$ cat config.mk
export PLATFORM = sky130hd
export DESIGN_NAME = ckpt_quiesce_ctrl
export DESIGN_NICKNAME = d
export VERILOG_FILES = /design/src/rtl/ckq_pkg.sv /design/src/rtl/ckq_collect.sv /design/src/rtl/ckq_interval.sv /design/src/rtl/ckq_ring.sv /design/src/rtl/ckpt_quiesce_ctrl.sv
export SDC_FILE = /design/constraint.sdc
export NUM_CORES = 1
export LEC_CHECK = 0
export ABC_CLOCK_PERIOD_IN_PS = 2000
export BUFFER_PORTS_ARGS = -buffer_cell sky130_fd_sc_hd__buf_2
export CORE_AREA = 2 2 77 86
export CTS_BUF_LIST = sky130_fd_sc_hd__clkbuf_16
export DETAILED_ROUTE_END_ITERATION = 7
export DIE_AREA = 0 0 79 88
export HOLD_SLACK_MARGIN = 0.15
export PLACE_DENSITY = 0.77
export SYNTH_ARGS = -nofsm -noshare
export SYNTH_HDL_FRONTEND = slang
export SYNTH_SLANG_ARGS = --single-unit
export TNS_END_PERCENT = 1
$ cat constraint.sdc
create_clock -name clk -period 2 [get_ports clk]
set_input_delay 0.6 -clock clk [delete_from_list [all_inputs] [get_ports clk]]
set_output_delay 0.6 -clock clk [all_outputs]
set_load 0.05 [all_outputs]
$ cat src/rtl/ckq_pkg.sv
package ckq_pkg;

    typedef enum logic [2:0] {
        ST_RUN    = 3'd0,
        ST_GATHER = 3'd1,
        ST_COMMIT = 3'd2,
        ST_STOP   = 3'd3,
        ST_FLUSH  = 3'd4,
        ST_DUMP   = 3'd5
    } ctl_state_e;

    typedef struct packed {
        logic req;
        logic go;
        logic halt;
        logic flush;
        logic dump;
    } ctl_out_t;

    function automatic ctl_out_t decode_state(ctl_state_e s);
        ctl_out_t o;
        o.req   = (s == ST_GATHER);
        o.go    = (s == ST_COMMIT);
        o.halt  = (s == ST_STOP) || (s == ST_FLUSH) || (s == ST_DUMP);
        o.flush = (s == ST_FLUSH);
        o.dump  = (s == ST_DUMP);
        return o;
    endfunction

    function automatic logic in_barrier(ctl_state_e s);
        return (s == ST_GATHER) || (s == ST_COMMIT);
    endfunction

    function automatic logic is_halted(ctl_state_e s);
        return (s == ST_STOP) || (s == ST_FLUSH) || (s == ST_DUMP);
    endfunction

endpackage

$ cat src/rtl/ckq_collect.sv
module ckq_collect #(
    parameter int N = 4
) (
    input  logic         clk,
    input  logic         rst,
    input  logic         arm,
    input  logic [N-1:0] pulse_in,
    output logic         all_in
);
    logic [N-1:0] seen_q;
    logic [N-1:0] have;

    for (genvar i = 0; i < N; i++) begin : g_slot
        assign have[i] = seen_q[i] | pulse_in[i];
        always_ff @(posedge clk) begin
            if (rst || !arm || all_in) begin
                seen_q[i] <= 1'b0;
            end else begin
                seen_q[i] <= have[i];
            end
        end
    end

    assign all_in = arm && (&have);

    // a remembered report only exists inside an armed phase
    a_r3_seen_only_armed: assert property (@(posedge clk) disable iff (rst)
        (!arm) |=> (seen_q == '0));

endmodule

$ cat src/rtl/ckq_interval.sv
module ckq_interval #(
    parameter int INTERVAL   = 333_333_333,
    parameter int WDOG_LIMIT = 10_000
) (
    input  logic clk,
    input  logic rst,
    input  logic restart,
    input  logic barrier_now,
    input  logic barrier_next,
    output logic expired,
    output logic err
);
    localparam int CW = $clog2(INTERVAL + 1);
    localparam int WW = $clog2(WDOG_LIMIT + 1);
    localparam logic [CW-1:0] CNT_END = CW'(INTERVAL);
    localparam logic [WW-1:0] WD_END  = WW'(WDOG_LIMIT);
    localparam logic [WW-1:0] WD_LAST = WW'(WDOG_LIMIT - 1);

    logic [CW-1:0] cnt_q;
    logic [WW-1:0] wd_q;
    logic          err_q;

    always_ff @(posedge clk) begin
        if (rst) begin
            cnt_q <= '0;
        end else if (restart) begin
            cnt_q <= '0;
        end else if (cnt_q < CNT_END) begin
            cnt_q <= cnt_q + 1'b1;
        end
    end

    assign expired = (cnt_q >= CNT_END);

    always_ff @(posedge clk) begin
        if (rst) begin
            wd_q  <= '0;
            err_q <= 1'b0;
        end else begin
            if (barrier_now && (wd_q == WD_LAST)) begin
                err_q <= 1'b1;
            end
            if (barrier_now && barrier_next) begin
                if (wd_q < WD_END) begin
                    wd_q <= wd_q + 1'b1;
                end
            end else begin
                wd_q <= '0;
            end
        end
    end

    assign err = err_q;

    // the error flag never clears without reset
    a_r10_err_sticky: assert property (@(posedge clk) disable iff (rst)
        err_q |=> err_q);

    // after a restart the interval has not expired
    a_r5_restart_clears: assert property (@(posedge clk) disable iff (rst)
        restart |=> !expired);

endmodule

$ cat src/rtl/ckq_ring.sv
module ckq_ring #(
    parameter int N_REGIONS = 4
) (
    input  logic                         clk,
    input  logic                         rst,
    input  logic                         advance,
    output logic [$clog2(N_REGIONS)-1:0] ptr,
    output logic                         reclaim,
    output logic [$clog2(N_REGIONS)-1:0] reclaim_idx
);
    localparam int PW = $clog2(N_REGIONS);
    localparam int FW = $clog2(N_REGIONS + 1);
    localparam logic [PW-1:0] PTR_LAST  = PW'(N_REGIONS - 1);
    localparam logic [FW-1:0] FILL_FULL = FW'(N_REGIONS);
    localparam logic [FW-1:0] FILL_OLD  = FW'(N_REGIONS - 1);

    logic [PW-1:0] ptr_q;
    logic [PW-1:0] ptr_nxt;
    logic [FW-1:0] fill_q;
    logic          reclaim_q;
    logic [PW-1:0] idx_q;

    always_comb begin
        ptr_nxt = (ptr_q == PTR_LAST) ? '0 : ptr_q + 1'b1;
    end

    always_ff @(posedge clk) begin
        if (rst) begin
            ptr_q     <= '0;
            fill_q    <= '0;
            reclaim_q <= 1'b0;
            idx_q     <= '0;
        end else begin
            reclaim_q <= 1'b0;
            if (advance) begin
                ptr_q     <= ptr_nxt;
                idx_q     <= ptr_nxt;
                reclaim_q <= (fill_q >= FILL_OLD);
                if (fill_q < FILL_FULL) begin
                    fill_q <= fill_q + 1'b1;
                end
            end
        end
    end

    assign ptr         = ptr_q;
    assign reclaim     = reclaim_q;
    assign reclaim_idx = idx_q;

    // the pointer moves only on a completed commit
    a_r6_ptr_hold: assert property (@(posedge clk) disable iff (rst)
        !advance |=> $stable(ptr_q));

    // a reclaim strobe always follows a commit completion
    a_r7_reclaim_on_advance: assert property (@(posedge clk) disable iff (rst)
        reclaim_q |-> $past(advance));

    // reclaimed region is the one now being written
    a_r7_reclaim_idx: assert property (@(posedge clk) disable iff (rst)
        reclaim_q |-> (idx_q == ptr_q));

endmodule

$ cat src/rtl/ckpt_quiesce_ctrl.sv
module ckpt_quiesce_ctrl
    import ckq_pkg::*;
#(
    parameter int N_AGENTS   = 4,
    parameter int INTERVAL   = 333_333_333,
    parameter int WDOG_LIMIT = 10_000,
    parameter int N_REGIONS  = 4
) (
    input  logic                         clk,
    input  logic                         rst,
    input  logic                         trigger,
    input  logic [N_AGENTS-1:0]          agent_ready,
    input  logic [N_AGENTS-1:0]          agent_done,
    input  logic [N_AGENTS-1:0]          flush_ack,
    output logic                         ckpt_req,
    output logic                         commit_go,
    output logic                         bound_clr,
    output logic                         halt,
    output logic                         flush_req,
    output logic                         dump_ready,
    output logic [$clog2(N_REGIONS)-1:0] region_ptr,
    output logic                         reclaim,
    output logic [$clog2(N_REGIONS)-1:0] reclaim_idx,
    output logic                         barrier_err
);
    ctl_state_e state_q;
    ctl_state_e state_nxt;
    ctl_out_t   outs;
    logic       all_ready;
    logic       all_done;
    logic       all_flushed;
    logic       expired;
    logic       commit_end;
    logic       clr_q;

    ckq_collect #(.N(N_AGENTS)) u_ready (
        .clk      (clk),
        .rst      (rst),
        .arm      (state_q == ST_GATHER),
        .pulse_in (agent_ready),
        .all_in   (all_ready)
    );

    ckq_collect #(.N(N_AGENTS)) u_done (
        .clk      (clk),
        .rst      (rst),
        .arm      (state_q == ST_COMMIT),
        .pulse_in (agent_done),
        .all_in   (all_done)
    );

    ckq_collect #(.N(N_AGENTS)) u_flush (
        .clk      (clk),
        .rst      (rst),
        .arm      (state_q == ST_FLUSH),
        .pulse_in (flush_ack),
        .all_in   (all_flushed)
    );

    always_comb begin
        state_nxt = state_q;
        unique case (state_q)
            ST_RUN: begin
                if (trigger)      state_nxt = ST_STOP;
                else if (expired) state_nxt = ST_GATHER;
            end
            ST_GATHER: begin
                if (trigger)        state_nxt = ST_STOP;
                else if (all_ready) state_nxt = ST_COMMIT;
            end
            ST_COMMIT: begin
                if (trigger)       state_nxt = ST_STOP;
                else if (all_done) state_nxt = ST_RUN;
            end
            ST_STOP:  state_nxt = ST_FLUSH;
            ST_FLUSH: begin
                if (all_flushed) state_nxt = ST_DUMP;
            end
            ST_DUMP:  state_nxt = ST_DUMP;
            default:  state_nxt = ST_RUN;
        endcase
    end

    assign commit_end = (state_q == ST_COMMIT) && (state_nxt == ST_RUN);

    always_ff @(posedge clk) begin
        if (rst) begin
            state_q <= ST_RUN;
            clr_q   <= 1'b0;
        end else begin
            state_q <= state_nxt;
            clr_q   <= (state_q == ST_GATHER) && (state_nxt == ST_COMMIT);
        end
    end

    ckq_interval #(.INTERVAL(INTERVAL), .WDOG_LIMIT(WDOG_LIMIT)) u_timer (
        .clk          (clk),
        .rst          (rst),
        .restart      (commit_end),
        .barrier_now  (in_barrier(state_q)),
        .barrier_next (in_barrier(state_nxt)),
        .expired      (expired),
        .err          (barrier_err)
    );

    ckq_ring #(.N_REGIONS(N_REGIONS)) u_ring (
        .clk         (clk),
        .rst         (rst),
        .advance     (commit_end),
        .ptr         (region_ptr),
        .reclaim     (reclaim),
        .reclaim_idx (reclaim_idx)
    );

    assign outs       = decode_state(state_q);
    assign ckpt_req   = outs.req;
    assign commit_go  = outs.go;
    assign halt       = outs.halt;
    assign flush_req  = outs.flush;
    assign dump_ready = outs.dump;
    assign bound_clr  = clr_q;

    // request, commit and halt are mutually exclusive
    a_r1_exclusive: assert property (@(posedge clk) disable iff (rst)
        $onehot0({ckpt_req, commit_go, halt}));

    // a request only starts once the interval has run out
    a_r2_req_after_expiry: assert property (@(posedge clk) disable iff (rst)
        $rose(ckpt_req) |-> $past(expired));

    // commit is always entered from the request phase
    a_r3_commit_after_req: assert property (@(posedge clk) disable iff (rst)
        $rose(commit_go) |-> $past(ckpt_req));

    // clear pulse lies inside commit and lasts one cycle
    a_r4_clr_in_commit: assert property (@(posedge clk) disable iff (rst)
        bound_clr |-> commit_go);
    a_r4_clr_single: assert property (@(posedge clk) disable iff (rst)
        bound_clr |=> !bound_clr);

    // flushing happens only with execution stopped
    a_r8_flush_halted: assert property (@(posedge clk) disable iff (rst)
        flush_req |-> halt);

    // once halted, nothing but reset resumes execution
    a_r11_halt_holds: assert property (@(posedge clk) disable iff (rst)
        halt |=> halt);
    a_r11_dump_holds: assert property (@(posedge clk) disable iff (rst)
        dump_ready |=> dump_ready);

endmodule

==> run metrics <==
CTS Buf Count 9; asr flop ratio synth 0%; Fillers 484; met3 track demand over resource 5.05%; Arrival @ worst endpoint 1390 ps; GRT met2 Usage between 30% and 40%; initial DRC count 112; routed len/inst 13.8 microns; Lkg Pwr 1.60 nW; end of the critical path ckpt_req; Die H roughly 88 microns; Critical Path RT 1400 ps; fin crit period 1990 ps; RSZ-0062 raised after global routing true; GRT Overall Usage 21.9%; H-tree levels 3; Hold-fix buffers, CTS 0; Synth Flop Type dfxtp_1; post-route cell area ~0.004 sq mm; hpwl dp 4950 microns; I/O Pins 27; Gate Count Post-Synth 375; Layout area overhead 28.1%; Hold Worst Slack 472 ps; area share of the largest cell type after synthesis 41.8%; Yosys cell types 53; FF-to-FF Start state_q[0]; DRC Markers 0; Die W 79 microns; Clock Skews 6.75 ps; Final Cycle Share 99.3%; YS warnings 0; setup ws final roughly 14 ps; outcome finished clean; ant diodes 0; post-route ant nets 0; Hold WC Path Type flip-flop to flip-flop; number of synthesized flops with an enable pin 0; Avg Cell Area, Syn 8.43 sq um; share of layout cells above drive strength 1 23.9%; CP Capture Type primary output; DP Area between 0.003 and 0.004 sq mm; startpoint types flip-flop; worst rel slew slack 69.8%; vias 2917; initial core utilization 52.0%; maximum VDD drop 0.528 mV; Layout Nets 460; CTS clk-pin slew, worst paths 60 ps; routed wire length 7250 microns; # rows 30; Synth area leaders dfxtp_1, nor2_1, xnor2_1; setup violators final 0; clock latency on the worst-skew pair ~330 ps; sequential share of the synthesized area 41.8%; reg2reg path depth 7; Synth Register Bits 66; fin. max-slew vios 0; pwr dens 800 mW/mm^2; TritonCTS clock tree built; post-synth top area cell dfxtp_1; die area around 0.007 sq mm; IO buf count 26; clock sinks 66; beginning of the critical path state_q[0]; Mapped Area 0.00316 sq mm; GRT met1 Usage 24.6%; max_cap viols 0; vias per cell 5.57; Remaining Overflow, GRT 0; worst slack, placed -211 ps; Setup Crit Path Kind flip-flop to primary output; Mapped Nets 396; worst-path maximum fanout 3; vias in the first global route 2722; Tightest Pin Transition 449 ps; global-route wire length before repair roughly 12000 microns; antenna violations before repair 0; R2R Setup Slk ~20 ps; hold_sp u_timer.err; Core Box Area 0.00608 sq mm; clock root buffer clkbuf_16; Fmax 504 MHz; grt peak-use layer met2; DRT Pass-1 Iters 4; GP Congestion 0.807; clk buf depth 2; Worst R2R End u_timer.wd_q[1]; Final Hold Viols 0; largest net degree at the start of global routing 15
==> state kept, by name, indices dropped and copies added, names as in the netlist <==
| signal | cells |
|---|---|
| u_ring.reclaim | 1 |
| u_ready.seen_q | 4 |
| state_q | 3 |
| u_flush.seen_q | 4 |
| u_timer.cnt_q | 29 |
| u_timer.err | 1 |
| u_ring.fill_q | 3 |
| u_ring.ptr | 2 |
| u_timer.wd_q | 14 |
| u_done.seen_q | 4 |
| bound_clr | 1 |
==> Yosys cell counts (4+ instances only) <==
cell type / count
a211oi_1: 4
a21oi_1: 9
a31o_2: 6
and2_1: 4
and3_1: 5
and4_1: 4
clkbuf_1: 5
dfxtp_1: 66
ha_1: 6
inv_1: 11
mux2i_1: 4
nand2_1: 24
nand3_1: 13
nand4_1: 15
nor2_1: 84
nor3_1: 12
nor4_1: 11
o21ai_0: 10
xnor2_1: 20
xor2_1: 10
==> final cells by class <==
type                    count  area [sq um]  share of cell area (%)
flip-flops and latches     66          1330                    32.8
multi-input cells         287          1820                    45.0
inverters                  11          43.8                    1.08
clock buffers               9           225                    5.56
well taps                  80           100                    2.47
repair buffers             64           447                    11.0
clock inverters             7          83.8                    2.07
==> layer usage <==
| layer | wire length (microns) | vias up |
|---|---|---|
| met3 | 281 | 11 |
| met4 | 120 | 0 |
| met2 | 3640 | 61 |
| met1 | 3210 | 1384 |
| li1 | - | 1461 |
| met5 | 0 | - |
==> layout by cell type (no fill, tap or decap), types with 3 or more instances in the layout <==
master and count:
nor2_1 84, dfxtp_1 63, buf_4 37, buf_2 23, nand2_1 22, xnor2_1 20, nand4_1 15, nand3_1 12
nor3_1 11, nor4_1 10, xor2_1 10, inv_1 9, o21ai_0 9, clkbuf_16 9, a21oi_1 8, ha_1 6
and3_1 5, a31o_2 5, and2_1 4, a211oi_1 4, mux2i_1 4, and4_1 4, nor2b_1 3, nand2b_1 3
o22ai_1 3, a41oi_1 3, o211ai_1 3, clkinv_1 3
==> metrics by stage <==
stage	instances	TNS [ps]	total power, mW	utilization, %
2_1_floorplan	375	-797	1.53	-
3_3_place_gp	506	-2920	1.60	60.2
3_5_place_dp	506	-3520	1.61	60.2
4_1_cts	522	-5.09	3.25	65.7
5_1_grt	524	-1320	3.35	66.6
6_report	524	0	3.24	66.6
==> cells by family (layout without fill, tap and decap cells) <==
family | count (synthesis) | in the layout | share of synthesized area (%)
xor+xnor | 30 | 30 | 8.31
simple gates | 193 | 193 | 30.9
buf+inv | 22 | 91 | 3.17
compound gates | 54 | 54 | 12.2
flops | 66 | 66 | 41.8
mux | 4 | 4 | 1.27
fa+ha+maj | 6 | 6 | 2.38
==> worst min-delay path by stage <==
stage / to / slack, ps / depth (start not counted)
after floorplan: u_done.seen_q[0] / 440 / 2
after global placement: u_timer.err / 450 / 2
after detailed placement: u_timer.err / 460 / 2
after CTS: u_flush.seen_q[2] / 470 / 2
after global routing: u_flush.seen_q[2] / 490 / 2
final: u_timer.err / 470 / 2
==> where the power goes <==
part / switching [mW] / internal [mW]
logic: 0.145 / 0.102
clock network: 0.561 / 1.07
registers: 0.0170 / 1.34
==> critical path: stages (launching register included) <==
cell	delay (ps)
dfxtp_4	340
or3b_4	370
buf_4	160
inv_4	50
buf_8	130
==> timing repair <==
action,in CTS,in global routing
endpoints found under the hold margin,0,0
pin swaps,1,1
cloned,0,0
buffers inserted,0,2
endpoints found under the setup margin,17,41
resized for setup,10,10
Note: power is estimated with default switching activity, not from simulation.
